===== config.mk =====
export PLATFORM = sky130hd
export DESIGN_NAME = pirq_regfile
export DESIGN_NICKNAME = d
export VERILOG_FILES = /design/src/rtl/pirq_pkg.sv /design/src/rtl/pirq_rst_sync.sv /design/src/rtl/pirq_cfg.sv /design/src/rtl/pirq_line.sv /design/src/rtl/pirq_regfile.sv
export SDC_FILE = /design/constraint.sdc
export NUM_CORES = 1
export LEC_CHECK = 0
export ABC_AREA = 0
export ABC_CLOCK_PERIOD_IN_PS = 3540
export BUFFER_PORTS_ARGS = -buffer_cell sky130_fd_sc_hd__buf_4
export CAP_MARGIN = 20
export CELL_PAD_IN_SITES_DETAIL_PLACEMENT = 1
export CELL_PAD_IN_SITES_GLOBAL_PLACEMENT = 1
export CORE_ASPECT_RATIO = 1.25
export CORE_MARGIN = 5
export CORE_UTILIZATION = 40
export CTS_BUF_LIST = sky130_fd_sc_hd__clkbuf_8
export DETAILED_ROUTE_END_ITERATION = 8
export GPL_TIMING_DRIVEN = 0
export PLACE_DENSITY_LB_ADDON = 0.25
export SETUP_SLACK_MARGIN = 0.02
export SLEW_MARGIN = 25
export SYNTH_ARGS = -nofsm -noshare
export SYNTH_HDL_FRONTEND = slang
export SYNTH_SLANG_ARGS = --single-unit

===== constraint.sdc =====
create_clock -name clk -period 3.54 [get_ports clk]
set_clock_uncertainty 0.2 [all_clocks]
set_input_delay 0.531 -clock clk [delete_from_list [all_inputs] [get_ports clk]]
set_output_delay 0.531 -clock clk [all_outputs]
set_load 0.01 [all_outputs]

===== src/rtl/pirq_pkg.sv =====
package pirq_pkg;
  localparam int unsigned REG_W  = 8;
  localparam int unsigned ADDR_W = 8;

  // Offsets: type/polarity must stay consecutive for burst access
  localparam logic [ADDR_W-1:0] OFS_RTSTAT = 8'h10;
  localparam logic [ADDR_W-1:0] OFS_TYPE   = 8'h11;
  localparam logic [ADDR_W-1:0] OFS_POLH   = 8'h12;
  localparam logic [ADDR_W-1:0] OFS_POLL   = 8'h13;
  localparam logic [ADDR_W-1:0] OFS_LCLR   = 8'h14;
  localparam logic [ADDR_W-1:0] OFS_ENSET  = 8'h15;
  localparam logic [ADDR_W-1:0] OFS_ENCLR  = 8'h16;
  localparam logic [ADDR_W-1:0] OFS_LSTAT  = 8'h18;

  typedef struct packed {
    logic wr_type;
    logic wr_polh;
    logic wr_poll;
    logic wr_enset;
    logic wr_enclr;
    logic wr_lclr;
  } wr_dec_t;
endpackage


===== src/rtl/pirq_rst_sync.sv =====
module pirq_rst_sync #(
  parameter int unsigned STAGES = 2
) (
  input  logic clk,
  input  logic arst_n,
  output logic srst_n
);
  logic [STAGES-1:0] sync_q;

  always_ff @(posedge clk or negedge arst_n) begin
    if (!arst_n) sync_q <= '0;
    else         sync_q <= {sync_q[STAGES-2:0], 1'b1};
  end

  assign srst_n = sync_q[STAGES-1];
endmodule


===== src/rtl/pirq_cfg.sv =====
module pirq_cfg
  import pirq_pkg::*;
#(
  parameter int unsigned NUM_LINES = 8
) (
  input  logic                 clk,
  input  logic                 rst_n,
  input  wr_dec_t              wr_dec,
  input  logic [REG_W-1:0]     wdata,
  output logic [NUM_LINES-1:0] type_q,
  output logic [NUM_LINES-1:0] polh_q,
  output logic [NUM_LINES-1:0] poll_q,
  output logic [NUM_LINES-1:0] en_q
);
  logic [NUM_LINES-1:0] wbits;
  logic [NUM_LINES-1:0] en_d;
  logic                 en_ce;

  assign wbits = wdata[NUM_LINES-1:0];

  always_comb begin
    en_d  = en_q;
    en_ce = wr_dec.wr_enset | wr_dec.wr_enclr;
    if (wr_dec.wr_enset) en_d = en_q | wbits;
    if (wr_dec.wr_enclr) en_d = en_q & ~wbits;
  end

  always_ff @(posedge clk or negedge rst_n) begin
    if (!rst_n) begin
      type_q <= '0;
      polh_q <= '0;
      poll_q <= '0;
      en_q   <= '0;
    end else begin
      if (wr_dec.wr_type) type_q <= wbits;
      if (wr_dec.wr_polh) polh_q <= wbits;
      if (wr_dec.wr_poll) poll_q <= wbits;
      if (en_ce)          en_q   <= en_d;
    end
  end
endmodule


===== src/rtl/pirq_line.sv =====
module pirq_line (
  input  logic clk,
  input  logic rst_n,
  input  logic raw,
  input  logic is_edge,
  input  logic pol_h,
  input  logic pol_l,
  input  logic clr,
  output logic samp_q,
  output logic lat_q
);
  logic prev_q;
  logic hit;
  logic lat_d;

  always_comb begin
    if (is_edge) hit = (pol_h & samp_q & ~prev_q) | (pol_l & ~samp_q & prev_q);
    else         hit = (pol_h & samp_q) | (pol_l & ~samp_q);
    // detection dominates a simultaneous clear
    lat_d = (lat_q & ~clr) | hit;
  end

  always_ff @(posedge clk or negedge rst_n) begin
    if (!rst_n) begin
      samp_q <= 1'b0;
      prev_q <= 1'b0;
      lat_q  <= 1'b0;
    end else begin
      samp_q <= raw;
      prev_q <= samp_q;
      lat_q  <= lat_d;
    end
  end
endmodule


===== src/rtl/pirq_regfile.sv =====
module pirq_regfile
  import pirq_pkg::*;
#(
  parameter int unsigned NUM_LINES = 8
) (
  input  logic                 clk,
  input  logic                 rst_n,
  input  logic [NUM_LINES-1:0] raw_in,
  input  logic                 reg_we,
  input  logic [ADDR_W-1:0]    reg_addr,
  input  logic [REG_W-1:0]     reg_wdata,
  output logic [REG_W-1:0]     reg_rdata,
  output logic                 irq_out
);
  localparam int unsigned PAD_W = REG_W - NUM_LINES;

  logic                 rst_sync_n;
  wr_dec_t              wr_dec;
  logic [NUM_LINES-1:0] type_q, polh_q, poll_q, en_q;
  logic [NUM_LINES-1:0] samp_q, lat_q, clr_mask;
  logic [NUM_LINES-1:0] rd_bits;

  pirq_rst_sync #(.STAGES(2)) u_rst (
    .clk    (clk),
    .arst_n (rst_n),
    .srst_n (rst_sync_n)
  );

  always_comb begin
    wr_dec          = '0;
    wr_dec.wr_type  = reg_we && (reg_addr == OFS_TYPE);
    wr_dec.wr_polh  = reg_we && (reg_addr == OFS_POLH);
    wr_dec.wr_poll  = reg_we && (reg_addr == OFS_POLL);
    wr_dec.wr_enset = reg_we && (reg_addr == OFS_ENSET);
    wr_dec.wr_enclr = reg_we && (reg_addr == OFS_ENCLR);
    wr_dec.wr_lclr  = reg_we && (reg_addr == OFS_LCLR);
    clr_mask        = wr_dec.wr_lclr ? reg_wdata[NUM_LINES-1:0] : '0;
  end

  pirq_cfg #(.NUM_LINES(NUM_LINES)) u_cfg (
    .clk    (clk),
    .rst_n  (rst_sync_n),
    .wr_dec (wr_dec),
    .wdata  (reg_wdata),
    .type_q (type_q),
    .polh_q (polh_q),
    .poll_q (poll_q),
    .en_q   (en_q)
  );

  for (genvar g = 0; g < NUM_LINES; g++) begin : g_line
    pirq_line u_line (
      .clk     (clk),
      .rst_n   (rst_sync_n),
      .raw     (raw_in[g]),
      .is_edge (type_q[g]),
      .pol_h   (polh_q[g]),
      .pol_l   (poll_q[g]),
      .clr     (clr_mask[g]),
      .samp_q  (samp_q[g]),
      .lat_q   (lat_q[g])
    );
  end

  always_comb begin
    unique case (reg_addr)
      OFS_RTSTAT:           rd_bits = samp_q;
      OFS_TYPE:             rd_bits = type_q;
      OFS_POLH:             rd_bits = polh_q;
      OFS_POLL:             rd_bits = poll_q;
      OFS_ENSET, OFS_ENCLR: rd_bits = en_q;
      OFS_LSTAT:            rd_bits = lat_q;
      default:              rd_bits = '0;
    endcase
  end

  if (PAD_W > 0) begin : g_pad
    assign reg_rdata = {{PAD_W{1'b0}}, rd_bits};
  end else begin : g_nopad
    assign reg_rdata = rd_bits;
  end

  assign irq_out = |(lat_q & en_q);
endmodule


==> Word-level counts from Yosys, hierarchy flattened <==
Index checks and enable logic that the tools add are counted.
{ "word_totals": {"ff_bits": 58, "in_bits": 27, "out_inout_bits": 9, "elab_cells": 152} }
{ "op_classes": {"eq_ne": 8, "mux": 12, "bitwise_logic": 93, "n_reduce_logical": 10} }
{ "ops": {"columns": ["op", "n"], "rows": [
  ["8-bit by 5-bit == test with 1-bit output, second input constant", 8],
  ["8-bit one-hot mux with 6 select lines", 1],
  ["1-bit AND", 40],
  ["1-bit OR", 25],
  ["8-bit two-way mux", 3],
  ["1-bit inverter", 24],
  ["8-bit AND", 2],
  ["1-bit two-way mux", 8],
  ["8-bit inverter", 1],
  ["8-bit OR", 1],
  ["8-bit OR reduction", 1],
  ["1-bit logical AND", 6],
  ["2-bit AND reduction", 1],
  ["2-bit nonzero test", 1],
  ["2-bit OR reduction", 1]
]} }

==> Depth between registers and ports, before layout <==
{ "logic_depth": {"depth_word": 6, "mapped_depth": 6} }

==> By module <==
A second synthesis with hierarchy kept.
{ "unflattened": {"cells_unflattened": 243, "hier_area_um2": 2870.3} }
{ "by_module_without_submodules": {"columns": ["mod", "n_inst", "cells_each", "area_per_inst_um2", "seq_area_each_um2"], "rows": [
  ["pirq_cfg", 1, 77, 1283.7, 800.8],
  ["pirq_line", 8, 9, 105.1, 75.1],
  ["pirq_regfile", 1, 91, 691.9, 0.0],
  ["pirq_rst_sync", 1, 3, 53.8, 50.0]
]} }

==> Least setup slack after synthesis <==
No wires, ideal clock.
{ "synth_timing": {"kind": "input port to output port", "start": "input port reg_addr[1]", "end": "output port reg_rdata[4]", "arrival_time_ns": 1.700, "required_ns": 2.809, "slack_ns": 1.109, "cell_stages": 6, "cell_sequence": "clkbuf_1 -> buf_1 -> mux2i_1 -> nor3_1 -> a221oi_1 -> nor2_1"} }
{ "synth_via": {"elab_chain_len": 3} }
{ "synth_rtl": {"columns": ["item", "line_no", "rtl"], "rows": [
  ["start, declared", "pirq_regfile.sv:10", "input logic [ADDR_W-1:0] reg_addr,"],
  ["8-bit by 5-bit == test with 1-bit output", "pirq_regfile.sv:66", "unique case (reg_addr)"],
  ["2-bit OR reduction", "pirq_regfile.sv:66", null],
  ["8-bit one-hot mux with 6 select lines *", "pirq_regfile.sv:66", null],
  ["end, declared", "pirq_regfile.sv:12", "output logic [REG_W-1:0] reg_rdata,"]
]} }
Mark *: on every way between the ends. The rest lies on a longest branch, timed or not.

==> Worst setup path in the final report <==
{ "layout_timing": {"start": "input port reg_addr[3]", "end": "output port reg_rdata[2]"} }
Same word-level chain as after synthesis.

==> impl_metrics.ini <==
[global_route]
grt_pass1_vias = 2311
antenna_found_initial = 0
grt_max_degree = 37
grt_first_pass_wirelength_um = 12400
gr-total-overflow = 0
track_usage_pct = 18.5

[cts]
cts_setup_buffers = 0
cts_resized = 0
ctsHoldBuffers = 1
cts.sinks = 58
cts_tree = built
clockBufferDepth = 2
cts_buffers = 9
htree_num_levels = 3
root_buffer = clkbuf_8
clk_latency_ns = 0.34
clk_pin_slew_worst_paths_ns = 0.06

[cells_and_area]
nets = 315
filler_cell_count = 773
multi_input_area_mm2 = 0.00131
final_cells = 383
final_common_cell = dfrtp_1
regArea_mm2 = 0.00146
antenna_cells = 0
drive_gt1_share_pct = 29.7
mostFrequentLayoutCells = dfrtp_1 (57), buf_4 (36), mux2_2 (28), nand2_1 (24), a21oi_1 (23)
layout-area-overhead-vs-synth_pct = 21.7

[timing]
finalSetupViolCount = 0
relSlewSlack_pct = 33.7
fin_crit_sh_pct = 88.9
rsz0062_at_grt = false
fmax_ghz = 0.318
finalHoldViolations = 0
slew_viol_final = 0
fin_crit_ns = 3.15
fin_tns_setup_ns = 0
tightest_slew_ns = 0.987
setup_ws_ns = 0.391

[pwr]
p_sw_share_pct = 25.9
ir_drop_mv = 0.194
power_density_mw_per_mm2 = 484
power.switching_mw = 0.428
combPwrFrac_pct = 13.0
clockPowerShare_pct = 38.3
cellLeakagePower_nw = 1.55
p_seq_share_pct = 48.7
p_int_mw = 1.23

[yosys]
synth_top_area_share_pct = 51.7
synth_edf_count = 0
seq_area_frac_synth_pct = 51.7
synth_top_area_cell = dfrtp_1
syn_area_mm2 = 0.00281
synth.ff_latch_count = 58
yosys_most_used_dff = dfrtp_1
synthDistinctLibCells = 35
syn_avg_cell_area_um2 = 11.7
synth_fp_nets = 268
synth_warnings = 0
synthCells = 241
async_flop_share_pct = 100
synth_area_leaders = dfrtp_1 (52%), mux2_2 (11%), mux2i_1 (6.8%)

[critical_path]
startpoint_type = input port
critical_path_required_ns = 2.81
crit-reg2reg-launch = g_line[5].u_line.samp_q
critPathKind = in -> out
cp-end-kind = primary output
reg2reg_depth = 3
cp_max_fo = 10
cp-startpoint = reg_addr[3]
arrival_ns = 2.42

[detailed_routing]
drc = 0
drt-pass1-iter-count = 4
routed_wl_um = 7550
avgRoutedWirePerCell_um = 19.7
drt_iter0_drc = 79
vias = 2110
avgViaCountPerCell = 5.51
antenna_left = 0

[placed_design]
placed_cells = 366
hpwl_um = 5170
dp_worst_setup_slack_ns = 0.473
gp_congestion = 0.793
io_buffers = 34

[die]
die_w_um = 85.0
rows = 34
initial_core_util_pct = 40.8
core-area_mm2 = 0.00689
die_h_um = 104
pin_count = 36
die_area_mm2 = 0.00881

[run]
drv_cap = 0

[worst_hold_path]
hp-class = reg -> async

[outcome]
status = completed
kinds of logic (layout without fill, tap and decap cells):
kind of cell	after synthesis	in the layout	share of synthesized area (%)
muxes	47	47	18.0
AOI/OAI and AO/OA	63	63	14.1
DFF	58	58	51.7
xor gates and xnor gates	9	9	2.81
other	1	1	0.134
buffers and inverters	11	63	1.78
and+or+nand+nor	52	52	11.5
critical path, cell delays in order:
cell,delay (ns)
buf_4,0.10
buf_1,0.55
clkbuf_1,0.49
nand2_1,0.09
o21ai_0,0.18
a22oi_1,0.09
a21oi_1,0.22
buf_4,0.16
synthesized netlist by cell type (2+ instances only):
cell type,count
a21o_1,8
a21oi_1,23
a221oi_1,2
a22oi_1,5
a31oi_1,9
buf_1,3
buf_4,2
clkbuf_1,4
dfrtp_1,58
mux2_2,28
mux2i_1,19
nand2_1,24
nand2b_1,4
nand3b_1,3
nor2_1,6
nor3_1,4
o21ai_0,4
o21bai_1,4
o22ai_1,4
o2bb2ai_1,4
xnor2_1,9
per-stage QoR:
step                      utilization, %  total power [mW]  area (µm²)  hold WS (ns)
after floorplan                        -             0.931        2810        0.0354
after global placement              46.1              1.02        3180         0.113
after detailed placement            46.4              1.03        3200        0.0234
after CTS                           49.6              1.67        3420        0.0318
after global routing                49.6              1.73        3420        0.0538
final                               49.6              1.65        3420        0.0199
final cells by class:
| type | instances | share of cell area [%] |
|---|---|---|
| buffer | 10 | 1.35 |
| clock buffer | 12 | 4.83 |
| clock inverter | 4 | 1.24 |
| inverter | 1 | 0.110 |
| multi-input combinational | 172 | 38.3 |
| sequential | 58 | 42.6 |
| tap | 90 | 3.29 |
| timing repair buffer | 36 | 8.35 |
final timing paths:
check,endpoint,slack (ns)
min,g_line[7].u_line.samp_q,0.02
max in group asynchronous,g_line[0].u_line.lat_q,2.63
min in group clk,g_line[2].u_line.samp_q,0.10
max,reg_rdata[2],0.39
max reg2reg,g_line[5].u_line.lat_q,2.37
min reg2reg,g_line[7].u_line.samp_q,0.02
routing by layer:
layer | track usage (%) | wire (µm) | vias up
met5 | 0 | 0 | -
met4 | 8.14 | 172 | 0
met3 | 2.94 | 198 | 14
met2 | 31.8 | 4060 | 33
met1 | 22.4 | 3110 | 1074
li1 | - | - | 989
power groups by stage:
| stage | sequential (mW) | combinational, mW | clock [mW] |
|---|---|---|---|
| 2_1_floorplan | 0.796 | 0.135 | 0 |
| 5_1_grt | 0.816 | 0.238 | 0.679 |
| 3_5_place_dp | 0.819 | 0.215 | 0 |
| 3_3_place_gp | 0.823 | 0.196 | 0 |
| 6_report | 0.806 | 0.214 | 0.634 |
| 4_1_cts | 0.807 | 0.217 | 0.649 |
(Power assumes the default switching activity.)
